### src/rtl/rfsh_pkg.sv
package rfsh_pkg;

    // Integer division rounded toward +infinity, used to turn times into cycles.
    function automatic int ceil_div(input int num, input int den);
        return (num + den - 1) / den;
    endfunction

    typedef enum logic {
        MODE_RUN  = 1'b0,
        MODE_SELF = 1'b1
    } rf_mode_e;

endpackage

### src/rtl/rfsh_tick_gen.sv
module rfsh_tick_gen #(
    parameter int PERIOD = 1040
) (
    input  logic clk,
    input  logic rst,
    input  logic run,
    input  logic clear,
    output logic tick
);
    localparam int W = (PERIOD > 2) ? $clog2(PERIOD) : 1;
    localparam logic [W-1:0] LAST = W'(PERIOD - 1);

    logic [W-1:0] cnt;

    assign tick = run && (cnt == LAST);

    always_ff @(posedge clk) begin
        if (rst || clear) begin
            cnt <= '0;
        end else if (run) begin
            cnt <= tick ? '0 : cnt + 1'b1;
        end
    end

    // the phase counter stays inside one interval
    a_r1_phase_range: assert property (@(posedge clk) disable iff (rst)
        cnt <= LAST);

endmodule

### src/rtl/rfsh_credit.sv
module rfsh_credit #(
    parameter int MAX_OWED = 8
) (
    input  logic                             clk,
    input  logic                             rst,
    input  logic                             add,
    input  logic                             take,
    input  logic                             clear,
    output logic [$clog2(MAX_OWED+1)-1:0]    owed,
    output logic                             full
);
    localparam int OW = $clog2(MAX_OWED + 1);
    localparam logic [OW:0] MAXV = (OW+1)'(MAX_OWED);

    logic [OW:0] nxt;

    always_comb begin
        nxt = {1'b0, owed};
        if (add) nxt = nxt + 1'b1;
        if (take && (nxt != '0)) nxt = nxt - 1'b1;
        if (nxt > MAXV) nxt = MAXV;
    end

    always_ff @(posedge clk) begin
        if (rst || clear) owed <= '0;
        else              owed <= nxt[OW-1:0];
    end

    assign full = (owed == MAXV[OW-1:0]);

    // never more than the postponement ceiling
    a_r2_owed_bound: assert property (@(posedge clk) disable iff (rst)
        owed <= MAXV[OW-1:0]);

    // a grant alone removes exactly one credit
    a_r4_take_dec: assert property (@(posedge clk) disable iff (rst)
        (take && !add && !clear && owed != '0) |=> owed == $past(owed) - 1'b1);

    // a credit alone below the ceiling adds exactly one
    a_r1_add_inc: assert property (@(posedge clk) disable iff (rst)
        (add && !take && !clear && !full) |=> owed == $past(owed) + 1'b1);

endmodule

### src/rtl/rfsh_window.sv
module rfsh_window #(
    parameter int LEN = 16
) (
    input  logic clk,
    input  logic rst,
    input  logic load,
    output logic active
);
    localparam int W = $clog2(LEN + 1);

    logic [W-1:0] cnt;

    always_ff @(posedge clk) begin
        if (rst)              cnt <= '0;
        else if (load)        cnt <= W'(LEN);
        else if (cnt != '0)   cnt <= cnt - 1'b1;
    end

    assign active = (cnt != '0);

    // an open window shrinks by one each cycle
    a_r5_window_step: assert property (@(posedge clk) disable iff (rst)
        (active && !load) |=> cnt == $past(cnt) - 1'b1);

endmodule

### src/rtl/rfsh_sched.sv
module rfsh_sched
    import rfsh_pkg::*;
#(
    parameter int TCK_PS   = 7500,
    parameter int TREFI_NS = 7800,
    parameter int TRFC_NS  = 120,
    parameter int TXSNR_NS = 75,
    parameter int TXSRD_CK = 200,
    parameter int MAX_OWED = 8
) (
    input  logic clk,
    input  logic rst,
    input  logic banks_idle,
    input  logic rf_grant,
    input  logic sr_enter,
    input  logic sr_exit,
    output logic rf_req,
    output logic rf_urgent,
    output logic act_block,
    output logic cmd_ready,
    output logic rd_ready,
    output logic in_selfref
);
    localparam int IV_CYC   = ceil_div(TREFI_NS * 1000, TCK_PS);
    localparam int RFC_CYC  = ceil_div(TRFC_NS * 1000, TCK_PS);
    localparam int XSNR_CYC = ceil_div(TXSNR_NS * 1000, TCK_PS);
    localparam int OW       = $clog2(MAX_OWED + 1);

    rf_mode_e      mode;
    logic          enter_acc, exit_acc;
    logic          tick, take, full;
    logic [OW-1:0] owed;
    logic          xsnr_busy, xsrd_busy;

    assign enter_acc = sr_enter && (mode == MODE_RUN);
    assign exit_acc  = sr_exit  && (mode == MODE_SELF);

    always_ff @(posedge clk) begin
        if (rst)            mode <= MODE_RUN;
        else if (enter_acc) mode <= MODE_SELF;
        else if (exit_acc)  mode <= MODE_RUN;
    end

    rfsh_tick_gen #(.PERIOD(IV_CYC)) tick_i (
        .clk   (clk),
        .rst   (rst),
        .run   (mode == MODE_RUN),
        .clear (enter_acc),
        .tick  (tick)
    );

    rfsh_credit #(.MAX_OWED(MAX_OWED)) credit_i (
        .clk   (clk),
        .rst   (rst),
        .add   (tick),
        .take  (take),
        .clear (enter_acc),
        .owed  (owed),
        .full  (full)
    );

    rfsh_window #(.LEN(RFC_CYC)) rfc_win_i (
        .clk    (clk),
        .rst    (rst),
        .load   (take),
        .active (act_block)
    );

    rfsh_window #(.LEN(XSNR_CYC)) xsnr_win_i (
        .clk    (clk),
        .rst    (rst),
        .load   (exit_acc),
        .active (xsnr_busy)
    );

    rfsh_window #(.LEN(TXSRD_CK)) xsrd_win_i (
        .clk    (clk),
        .rst    (rst),
        .load   (exit_acc),
        .active (xsrd_busy)
    );

    assign in_selfref = (mode == MODE_SELF);
    assign cmd_ready  = !in_selfref && !xsnr_busy;
    assign rd_ready   = !in_selfref && !xsrd_busy;
    assign rf_req     = (owed != '0) && banks_idle && !act_block && cmd_ready;
    assign rf_urgent  = full;
    assign take       = rf_grant && rf_req;

    // a taken grant always opens the activation block
    a_r5_grant_busy: assert property (@(posedge clk) disable iff (rst)
        (rf_grant && rf_req) |=> act_block);

    // no credit is held while the device refreshes itself
    a_r7_sr_no_credit: assert property (@(posedge clk) disable iff (rst)
        (mode == MODE_SELF) |-> (owed == '0));

    // the read hold-off outlasts the ordinary one
    a_r8_rd_after_cmd: assert property (@(posedge clk) disable iff (rst)
        rd_ready |-> cmd_ready);

endmodule

### config.mk
export PLATFORM = sky130hd
export DESIGN_NAME = rfsh_sched
export DESIGN_NICKNAME = d
export VERILOG_FILES = /design/src/rtl/rfsh_pkg.sv /design/src/rtl/rfsh_tick_gen.sv /design/src/rtl/rfsh_credit.sv /design/src/rtl/rfsh_window.sv /design/src/rtl/rfsh_sched.sv
export SDC_FILE = /design/constraint.sdc
export NUM_CORES = 1
export LEC_CHECK = 0
export BUFFER_PORTS_ARGS = -buffer_cell sky130_fd_sc_hd__buf_4
export CAP_MARGIN = 10
export CORE_MARGIN = 2
export CORE_UTILIZATION = 30
export DETAILED_ROUTE_END_ITERATION = 16
export MAX_ROUTING_LAYER = met4
export PLACE_DENSITY = 0.52
export SYNTH_ARGS = -nofsm -noshare
export SYNTH_HDL_FRONTEND = slang
export SYNTH_HIERARCHICAL = 1
export SYNTH_SLANG_ARGS = --single-unit
export TNS_END_PERCENT = 20
### constraint.sdc
create_clock -name clk -period 5.5 [get_ports clk]
set_clock_uncertainty 0.15 [all_clocks]
set_input_delay 1.1 -clock clk [delete_from_list [all_inputs] [get_ports clk]]
set_output_delay 1.1 -clock clk [all_outputs]
set_load 0.02 [all_outputs]
After elaboration in Yosys (flattened, before gate mapping). Index checks and enable logic that the tools add are counted.

Add/sub/neg operators: 6. Order comparisons: 1. Equality and inequality tests: 2. Multiplexer cells: 12. Bitwise gates (word level): 1. Reduce and logical (&&, ||, !) cells: 27.

Operators with widths (count): 5-bit 2-to-1 mux (4); 8-bit 2-to-1 mux (2); 4-bit 2-to-1 mux (3); 11-bit by 1-bit adder with 11-bit output (second input constant) (1); 11-bit equality test (second input constant) (1); 11-bit 2-to-1 mux (1); 1-bit logical AND (10); 5-bit nonzero test (2); 5-bit by 1-bit subtractor with 5-bit output (second input constant) (2); 2-bit nonzero test (4); 4-bit nonzero test (2); 8-bit nonzero test (1); 8-bit by 1-bit subtractor with 8-bit output (second input constant) (1); 2-bit OR reduction (3); 4-bit by 1-bit adder with 5-bit output (second input constant) (1); 5-bit by 4-bit greater-than comparator with 1-bit output (second input constant) (1); 4-bit equality test (second input constant) (1); 1-bit logical NOT (4); 4-bit by 1-bit subtractor with 4-bit output (second input constant) (1); 1-bit 2-to-1 mux (2); 1-bit logical OR (1); 1-bit inverter (1).

Register bits after elaboration: 33. Bits of input ports: 6.

Logic depth before layout (Yosys ltp). Gate-level depths: netlist (run 1).

Depth in word-level cells: 9. Mapped depth: 12. Mapped depth without buffers: 11.

By module. Netlist (run 1), hierarchy kept.

By module, submodules not included: rfsh_tick_gen (times used 1, cells each 59, area each 550.5 sq um, sequential area each 220.2 sq um); rfsh_credit (times used 1, cells each 61, area each 501.7 sq um, sequential area each 80.1 sq um); rfsh_window at xsrd_win_i (times used 1, cells each 46, area each 449.2 sq um, sequential area each 160.2 sq um); rfsh_window at rfc_win_i (times used 1, cells each 24, area each 222.7 sq um, sequential area each 100.1 sq um); rfsh_window at xsnr_win_i (times used 1, cells each 18, area each 166.4 sq um, sequential area each 80.1 sq um); rfsh_sched (times used 1, cells each 12, area each 97.6 sq um, sequential area each 20.0 sq um).

Worst setup path after synthesis (run 1). Ideal clock, no wire load.

Kind: flip-flop to flip-flop. Start point: register tick_i.cnt[6]. End point: register credit_i.owed[1]. Setup time: 0.117 ns. Data arrival time: 2.796 ns. Data required time: 5.233 ns. Slack: 2.437 ns. Cell stages (with the launch flop): 12. Path buffers: 1. Period minus slack after synthesis: 3.063 ns. Path through: dfxtp_1 -> or4b_4 -> nor3_1 -> buf_6 -> xor2_1 -> inv_1 -> ha_1 -> nand2b_4 -> o2111ai_1 -> a32o_1 -> a311oi_2 -> and4b_1.

Word-level cells in the longest chain between the ends: 8.

RTL lines: from (decl) (RTL line rfsh_tick_gen.sv:13) `logic [W-1:0] cnt;`; from (signal assigned) (RTL line rfsh_tick_gen.sv:21) `cnt <= tick ? '0 : cnt + 1'b1;`; 11-bit equality test * (RTL line rfsh_tick_gen.sv:15) `assign tick = run && (cnt == LAST);`; 1-bit logical AND * (RTL line rfsh_tick_gen.sv:15); named net tick (RTL line rfsh_sched.sv:31) `logic tick, take, full;`; 5-bit 2-to-1 mux * (RTL line rfsh_credit.sv:19) `if (add) nxt = nxt + 1'b1;`; parallel branches: the longest is 2 deep, another holds 5-bit by 1-bit subtractor with 5-bit output; 5-bit 2-to-1 mux * (RTL line rfsh_credit.sv:20) `if (take && (nxt != '0)) nxt = nxt - 1'b1;`; 5-bit by 4-bit greater-than comparator with 1-bit output (RTL line rfsh_credit.sv:21) `if (nxt > MAXV) nxt = MAXV;`; 2-bit OR reduction (no source line); to (signal assigned) (RTL line rfsh_credit.sv:26) `else owed <= nxt[OW-1:0];`; to (decl) (RTL line rfsh_credit.sv:9) `output logic [$clog2(MAX_OWED+1)-1:0] owed,`.

Mark *: on every way through the listed nets, which the timed path passes. A chain may end at the register's enable or synchronous reset.

Worst setup path after layout (run 1). Same ends and word-level chain as after synthesis.

==> run metrics, run 1 <==
WHS Path Cells=2; Switch Pwr=roughly 0.0003 W; syn_nets=234; main combinational cell family by area after synthesis=simple AND/OR/NAND/NOR gates; fraction of registers with async set/reset=0%; GRT busiest layer=met2; die height=85.41 um; met2 GRT Util=around 18%; met3 usage=3.210%; Min Hold Slack=0.3408 ns; Max-cap violations=0; Most used DFF post-synth=dfxtp_1; top post-synthesis cells by count=dfxtp_1 (33), nor2_1 (20), nand2_1 (13); status=finished, final reports clean; post-synthesis mux area share=1.007%; fin area=2280 um^2; CP Buf/Inv Count=1; max-slew violation count=0; final worst path period need=about 3.2 ns; Startpoint Class=register; largest net degree at the start of global routing=19; fin crit share=58.69%; Post-Syn Instances=220; reg2reg path depth=10; crit-path cells=or4b_4 -> nor3_1 -> buf_4 -> mux2i_1 -> ha_1 -> nand2b_4 -> o31ai_4 -> nor4_1 -> a311oi_2 -> and4b_1; Hold Fails Final Rpt=0; CTS root buf=clkbuf_8; port bufs=11; worst-skew pair later-pin latency=0.28 ns; static leakage=approximately 0.85 nW; GRT Residual Overflow=0; EDFF count, synth=0; Placed Instances=305; antenna cell count=0; Worst path max stage delay=0.58 ns; drt first pass iters=4; Num CTS Buffers=5; PD cells=403.1 nW/um^2; Rows=29; Cell Area, Synth=1988 um^2; post-CTS sizing=0; Worst EP required=5.53 ns; Bufs on Longest Clock Path=2; # setup viols final=0; post-synthesis compound-gate area fraction=19.01%; DP HPWL=around 2.9 mm; dominant cell by count in the synthesized netlist=dfxtp_1; Starting Density=about 31%; CTS Hold Bufs=0; Worst-Margin Slew=0.5187 ns; Flop pwr share=35.8%; Routed Antenna Nets=0; r2r endpoint=credit_i/owed[1]$_SDFF_PP0_; DRT iter0 DRCs=52; Critical Path AT=3.26 ns; final wirelength=4.113 mm; Setup TNS=0 ns; met1 Use GR=15.92%; drt wl/cell=around 13 um; htree depth=2; Finished Layout Cells=313; Worst R2R Start=tick_i/cnt[6]$_SDFFE_PP0P_; GP Congestion=between 0.7 and 0.8; GRT Util Overall=approximately an eighth; post-CTS setup buffer count=0; Synth top area share=33.23%; Rel. slew slack=65.42%; Worst Hold End=rfc_win_i/cnt[4]$_SDFFE_PP0P_; leading area contributor after synthesis=dfxtp_1; syn avg cell area=9.037 um^2; Top-Level Pins=12; Synth Area in Adders=5.035%; f_max=309.8 MHz; first-pass GRT wire length=6.886 mm; clk slew on worst S/H paths=about 0.070 ns; IR drop worst, VDD=0.2780 mV; Post-Synth Simple-Gate Area=roughly a third; CTS sink cnt=33; Post-Route Utilization=35.70%; vias post-DR=1631; vias in the first global route=1451; CP max stage cell=or4b_4; flops & latches, synth=33; CP Max Fanout=10; DIE AREA=around 7300 um^2; Syn-to-layout area delta=14.66%; dpl cell area=2146 um^2; core area=6386 um^2; CP Class=register to register; DRC Markers=0; initial antenna violation count=0; Internal=0.0006202 W; unrepaired setup endpoints after global routing=false; clock share of power=29.9%; Net Sw Frac=roughly a third; xor/xnor share of the synthesized area=4.846%; Hold WC Path Type=register to register; Crit. End Element=register; sequential element share of the synthesized area=33.23%; Synth area leaders=dfxtp_1 (33%), ha_1 (5.0%), nor2_1 (3.8%); layout cells sized above 1=18.64%; R2R setup slack=~2.3 ns; Avg Vias per Cell=5.211; family with the most delay on the worst path=simple AND/OR/NAND/NOR gates; Logic pwr share=around 34%; Post-layout nets=249; startpoint of the worst hold path=rfc_win_i/cnt[4]$_SDFFE_PP0P_; chip width=85.41 um; CTS tree=yes; Yosys cell types=60; Syn. warnings=6
[metrics by stage]
stage / setup WS [ns] / power [W]
2_1_floorplan: 2.437 / 0.0005833
3_3_place_gp: 2.344 / 0.0006472
3_5_place_dp: 2.294 / 0.0006483
4_1_cts: 2.277 / 0.0009277
5_1_grt: 2.034 / 0.0009837
6_report: 2.272 / 0.0009190
[power groups by stage]
stage / clock, W / sequential [W] / combinational, W
CTS: 0.000283 / 0.000328 / 0.000317
floorplan: 0 / 0.000322 / 0.000262
global route: 0.000292 / 0.000338 / 0.000354
global placement: 0 / 0.000334 / 0.000313
detailed placement: 0 / 0.000333 / 0.000315
finish: 0.000275 / 0.000329 / 0.000315
[worst min-delay path: stages, from the launching register on]
cell and delay [ns]:
dfxtp_1 0.33, a21oi_1 0.06, nor2_1 0.07
[routing by layer]
layer | vias to the layer above | routed length [um] | share of wire (%)
li1 | 853 | - | -
met5 | - | 0 | 0
met3 | 2 | 120 | 2.9
met2 | 16 | 1833 | 45
met4 | 0 | 15 | 0.36
met1 | 760 | 2144 | 52
[logic make-up after synthesis]
kind of cell,after synthesis
muxes,2
adders and majority gates,8
and+or+nand+nor,103
DFF,33
xor gates and xnor gates,11
AOI/OAI and AO/OA,48
buffers and inverters,15
[registers in the layout, summed over array words and instances, names as in the netlist]
name and cells:
in_selfref 1, xsrd_win_i/cnt 8, rfc_win_i/cnt 5, credit_i/owed 4, tick_i/cnt 11, xsnr_win_i/cnt 4
[layout by cell type (no fill, tap or decap), drive strengths merged, types with 5 or more instances in the layout]
cell	n
buf	12
nand4	5
nor2	22
nand2	13
inv	11
ha	8
xnor2	5
nor4	6
a21oi	11
o21ai	11
o31ai	6
xor2	6
nor3	10
clkbuf	5
or4	7
dfxtp	33
or3	8
[final cells by class]
cell class	count	area, um^2
inverters	11	41.29
clock inverters	3	65.06
clock buffers	5	68.82
fillers	655	4106
multi-input cells	172	1257
repair buffers	12	90.09
flip-flops and latches	33	660.6
well taps	77	96.34
[how the worst max path moves through the flow]
stage,startpoint,endpoint,slack [ns],cells after the start
detailed placement,tick_i/cnt[6]$_SDFFE_PP0P_,credit_i/owed[1]$_SDFF_PP0_,2.29,11
floorplan,tick_i/cnt[6]$_SDFFE_PP0P_,credit_i/owed[1]$_SDFF_PP0_,2.44,11
global route,tick_i/cnt[6]$_SDFFE_PP0P_,credit_i/owed[1]$_SDFF_PP0_,2.03,10
finish,tick_i/cnt[6]$_SDFFE_PP0P_,credit_i/owed[1]$_SDFF_PP0_,2.27,10
global placement,tick_i/cnt[6]$_SDFFE_PP0P_,credit_i/owed[1]$_SDFF_PP0_,2.34,10
CTS,tick_i/cnt[6]$_SDFFE_PP0P_,credit_i/owed[1]$_SDFF_PP0_,2.28,11
Power figures use the tool's default switching activity.
==> run 2, diff against run 1 <==
==> constraint.sdc (replaced) <==
create_clock -name clk -period 3.25 [get_ports clk]
set_clock_uncertainty 0.15 [all_clocks]
set_input_delay 0.65 -clock clk [delete_from_list [all_inputs] [get_ports clk]]
set_output_delay 0.65 -clock clk [all_outputs]
set_load 0.02 [all_outputs]
==> run 2 against run 1 <==
  * Routed wire length is 0.46% lower
  * Setup slack worse by 2.1 ns
  * Combinational power is 75% higher
  * Final cell count is 2.9% higher
  * Die area stayed put
  * Core utilization is 1.4 points higher
  * Via count is 4.5% higher
  * Sequential power is 69% higher
  * Fmax is 6.3% higher
  * Critical endpoint unchanged
  * Largest cell class unchanged
==> run metrics, run 2 (synthesized netlist as in run 1, its figures left out) <==
Net Sw Frac=32.42%; unrepaired setup endpoints after global routing=false; Rows=29; Setup TNS=0 ns; DP HPWL=~3 mm; Routed Antenna Nets=0; chip width=85.41 um; Rel. slew slack=65.61%; worst-skew pair later-pin latency=0.29 ns; Internal=0.001068 W; vias post-DR=1705; max reg flops=11; Crit. End Element=register; final worst path period need=3.036 ns; Starting Density=a little under a third; die height=85.41 um; largest net degree at the start of global routing=19; antenna cell count=0; CP max stage cell=or4b_4; Max-cap violations=0; static leakage=0.9000 nW; Worst path max stage delay=0.57 ns; CP Class=register to register; fin area=2366 um^2; DRC Markers=0; Switch Pwr=0.0005123 W; status=finished, final reports clean; GRT Util Overall=roughly an eighth; f_max=around 330 MHz; DRT iter0 DRCs=56; Syn-to-layout area delta=19.01%; family with the most delay on the worst path=simple AND/OR/NAND/NOR gates; Num CTS Buffers=5; layout cells sized above 1=22.45%; drt wl/cell=12.71 um; Largest Register=tick_i/cnt; GP Congestion=approximately 0.84; PD cells=667.8 nW/um^2; CTS sink cnt=33; Avg Vias per Cell=5.295; first-pass GRT wire length=7.307 mm; Post-layout nets=258; Startpoint Class=register; Hold WC Path Type=register to register; Worst-Margin Slew=between 0.5 and 0.6 ns; most frequent cells in the layout=dfxtp_1 (33), buf_4 (21), nor2_1 (20), nand2_1 (13); drt first pass iters=4; GRT Residual Overflow=0; Top-Level Pins=12; CP Max Fanout=6; htree depth=2; commonest non-fill, non-tap cell in the layout=dfxtp_1; fin crit share=approximately 93%; Hold Fails Final Rpt=0; core area=about 6400 um^2; CTS tree=yes; Logic pwr share=around a third; Min Hold Slack=0.3324 ns; vias in the first global route=1578; final wirelength=between 4 and 5 mm; Largest regs=tick_i/cnt (11), xsrd_win_i/cnt (8), rfc_win_i/cnt (5); Post-Route Utilization=37.05%; dpl cell area=~2200 um^2; Critical Path AT=3.06 ns; clk slew on worst S/H paths=0.07 ns; clock share of power=30.0%; max-slew violation count=0; # setup viols final=0; Worst EP required=~3.3 ns; CP Buf/Inv Count=1; crit-path cells=or4b_4 -> nor3_2 -> buf_4 -> mux2i_2 -> ha_1 -> nand2b_4 -> o31ai_4 -> o21ai_0 -> a311oi_2 -> and4b_1; Bufs on Longest Clock Path=2; port bufs=11; DIE AREA=7294 um^2; CTS root buf=clkbuf_8; initial antenna violation count=0; Flop pwr share=a little over a third; IR drop worst, VDD=0.4953 mV
-- run 2: changes by cell type in the layout (fill, tap and decap cells not counted) --
cell and delta:
buf_4 +9, nor3_1 -1, inv_6 +1, nor3_4 +1, mux2i_2 +1, clkinv_2 -1
mux2i_1 -1
-- run 2: layout make-up --
type / count / area, um^2
fill: 619 / 4020
multi-input combinational: 172 / 1272
sequential: 33 / 660.6
timing repair buffer: 21 / 157.7
tap: 77 / 96.34
clock buffer: 5 / 68.82
clock inverter: 3 / 68.82
inverter: 11 / 41.29
-- run 2: per-stage QoR --
step / cells / setup slack (ns) / power, W
floorplan: 220 / 0.1871 / 0.0009872
global placement: 313 / 0.1993 / 0.001112
detailed placement: 313 / 0.1374 / 0.001119
CTS: 321 / 0.1338 / 0.001599
global route: 322 / 0.04126 / 0.001698
finish: 322 / 0.2143 / 0.001580
-- run 2: path summary, 6_finish.rpt --
kind	startpoint	end	slack, ns	cells past startpoint
min	tick_i/cnt[10]$_SDFFE_PP0P_	tick_i/cnt[10]$_SDFFE_PP0P_	0.33	2
max reg2reg	tick_i/cnt[6]$_SDFFE_PP0P_	credit_i/owed[1]$_SDFF_PP0_	0.21	10
max	tick_i/cnt[6]$_SDFFE_PP0P_	credit_i/owed[1]$_SDFF_PP0_	0.21	10
min reg2reg	tick_i/cnt[10]$_SDFFE_PP0P_	tick_i/cnt[10]$_SDFFE_PP0P_	0.33	2
-- run 2: layer usage --
layer	GRT usage (%)	wire (um)	share of wire [%]	vias to the layer above
li1	-	-	-	873
met1	16.56	2043	50	799
met2	19.11	1834	45	26
met3	3.599	153	3.7	7
met4	3.752	63	1.5	0
met5	-	0	0	-
-- run 2: worst reg2reg max path, cell delays in order (launching register included) --
cell and delay, ns:
dfxtp_1 0.31, or4b_4 0.57, nor3_2 0.16, buf_4 0.17
mux2i_2 0.28, ha_1 0.25, nand2b_4 0.10, o31ai_4 0.31
o21ai_0 0.17, a311oi_2 0.25, and4b_1 0.22
-- run 2: power by group through the flow --
stage | clock network (W) | logic [W] | registers (W)
2_1_floorplan | 0 | 0.000443 | 0.000544
3_3_place_gp | 0 | 0.000549 | 0.000563
3_5_place_dp | 0 | 0.000556 | 0.000562
4_1_cts | 0.000487 | 0.000558 | 0.000554
5_1_grt | 0.000508 | 0.000618 | 0.000572
6_report | 0.000473 | 0.000551 | 0.000555
-- run 2: repair_timing --
item                                    CTS  global route
setup buffers                             0             1
endpoints found under the setup margin    0             2
hold buffers                              0             0
resized for setup                         0             3
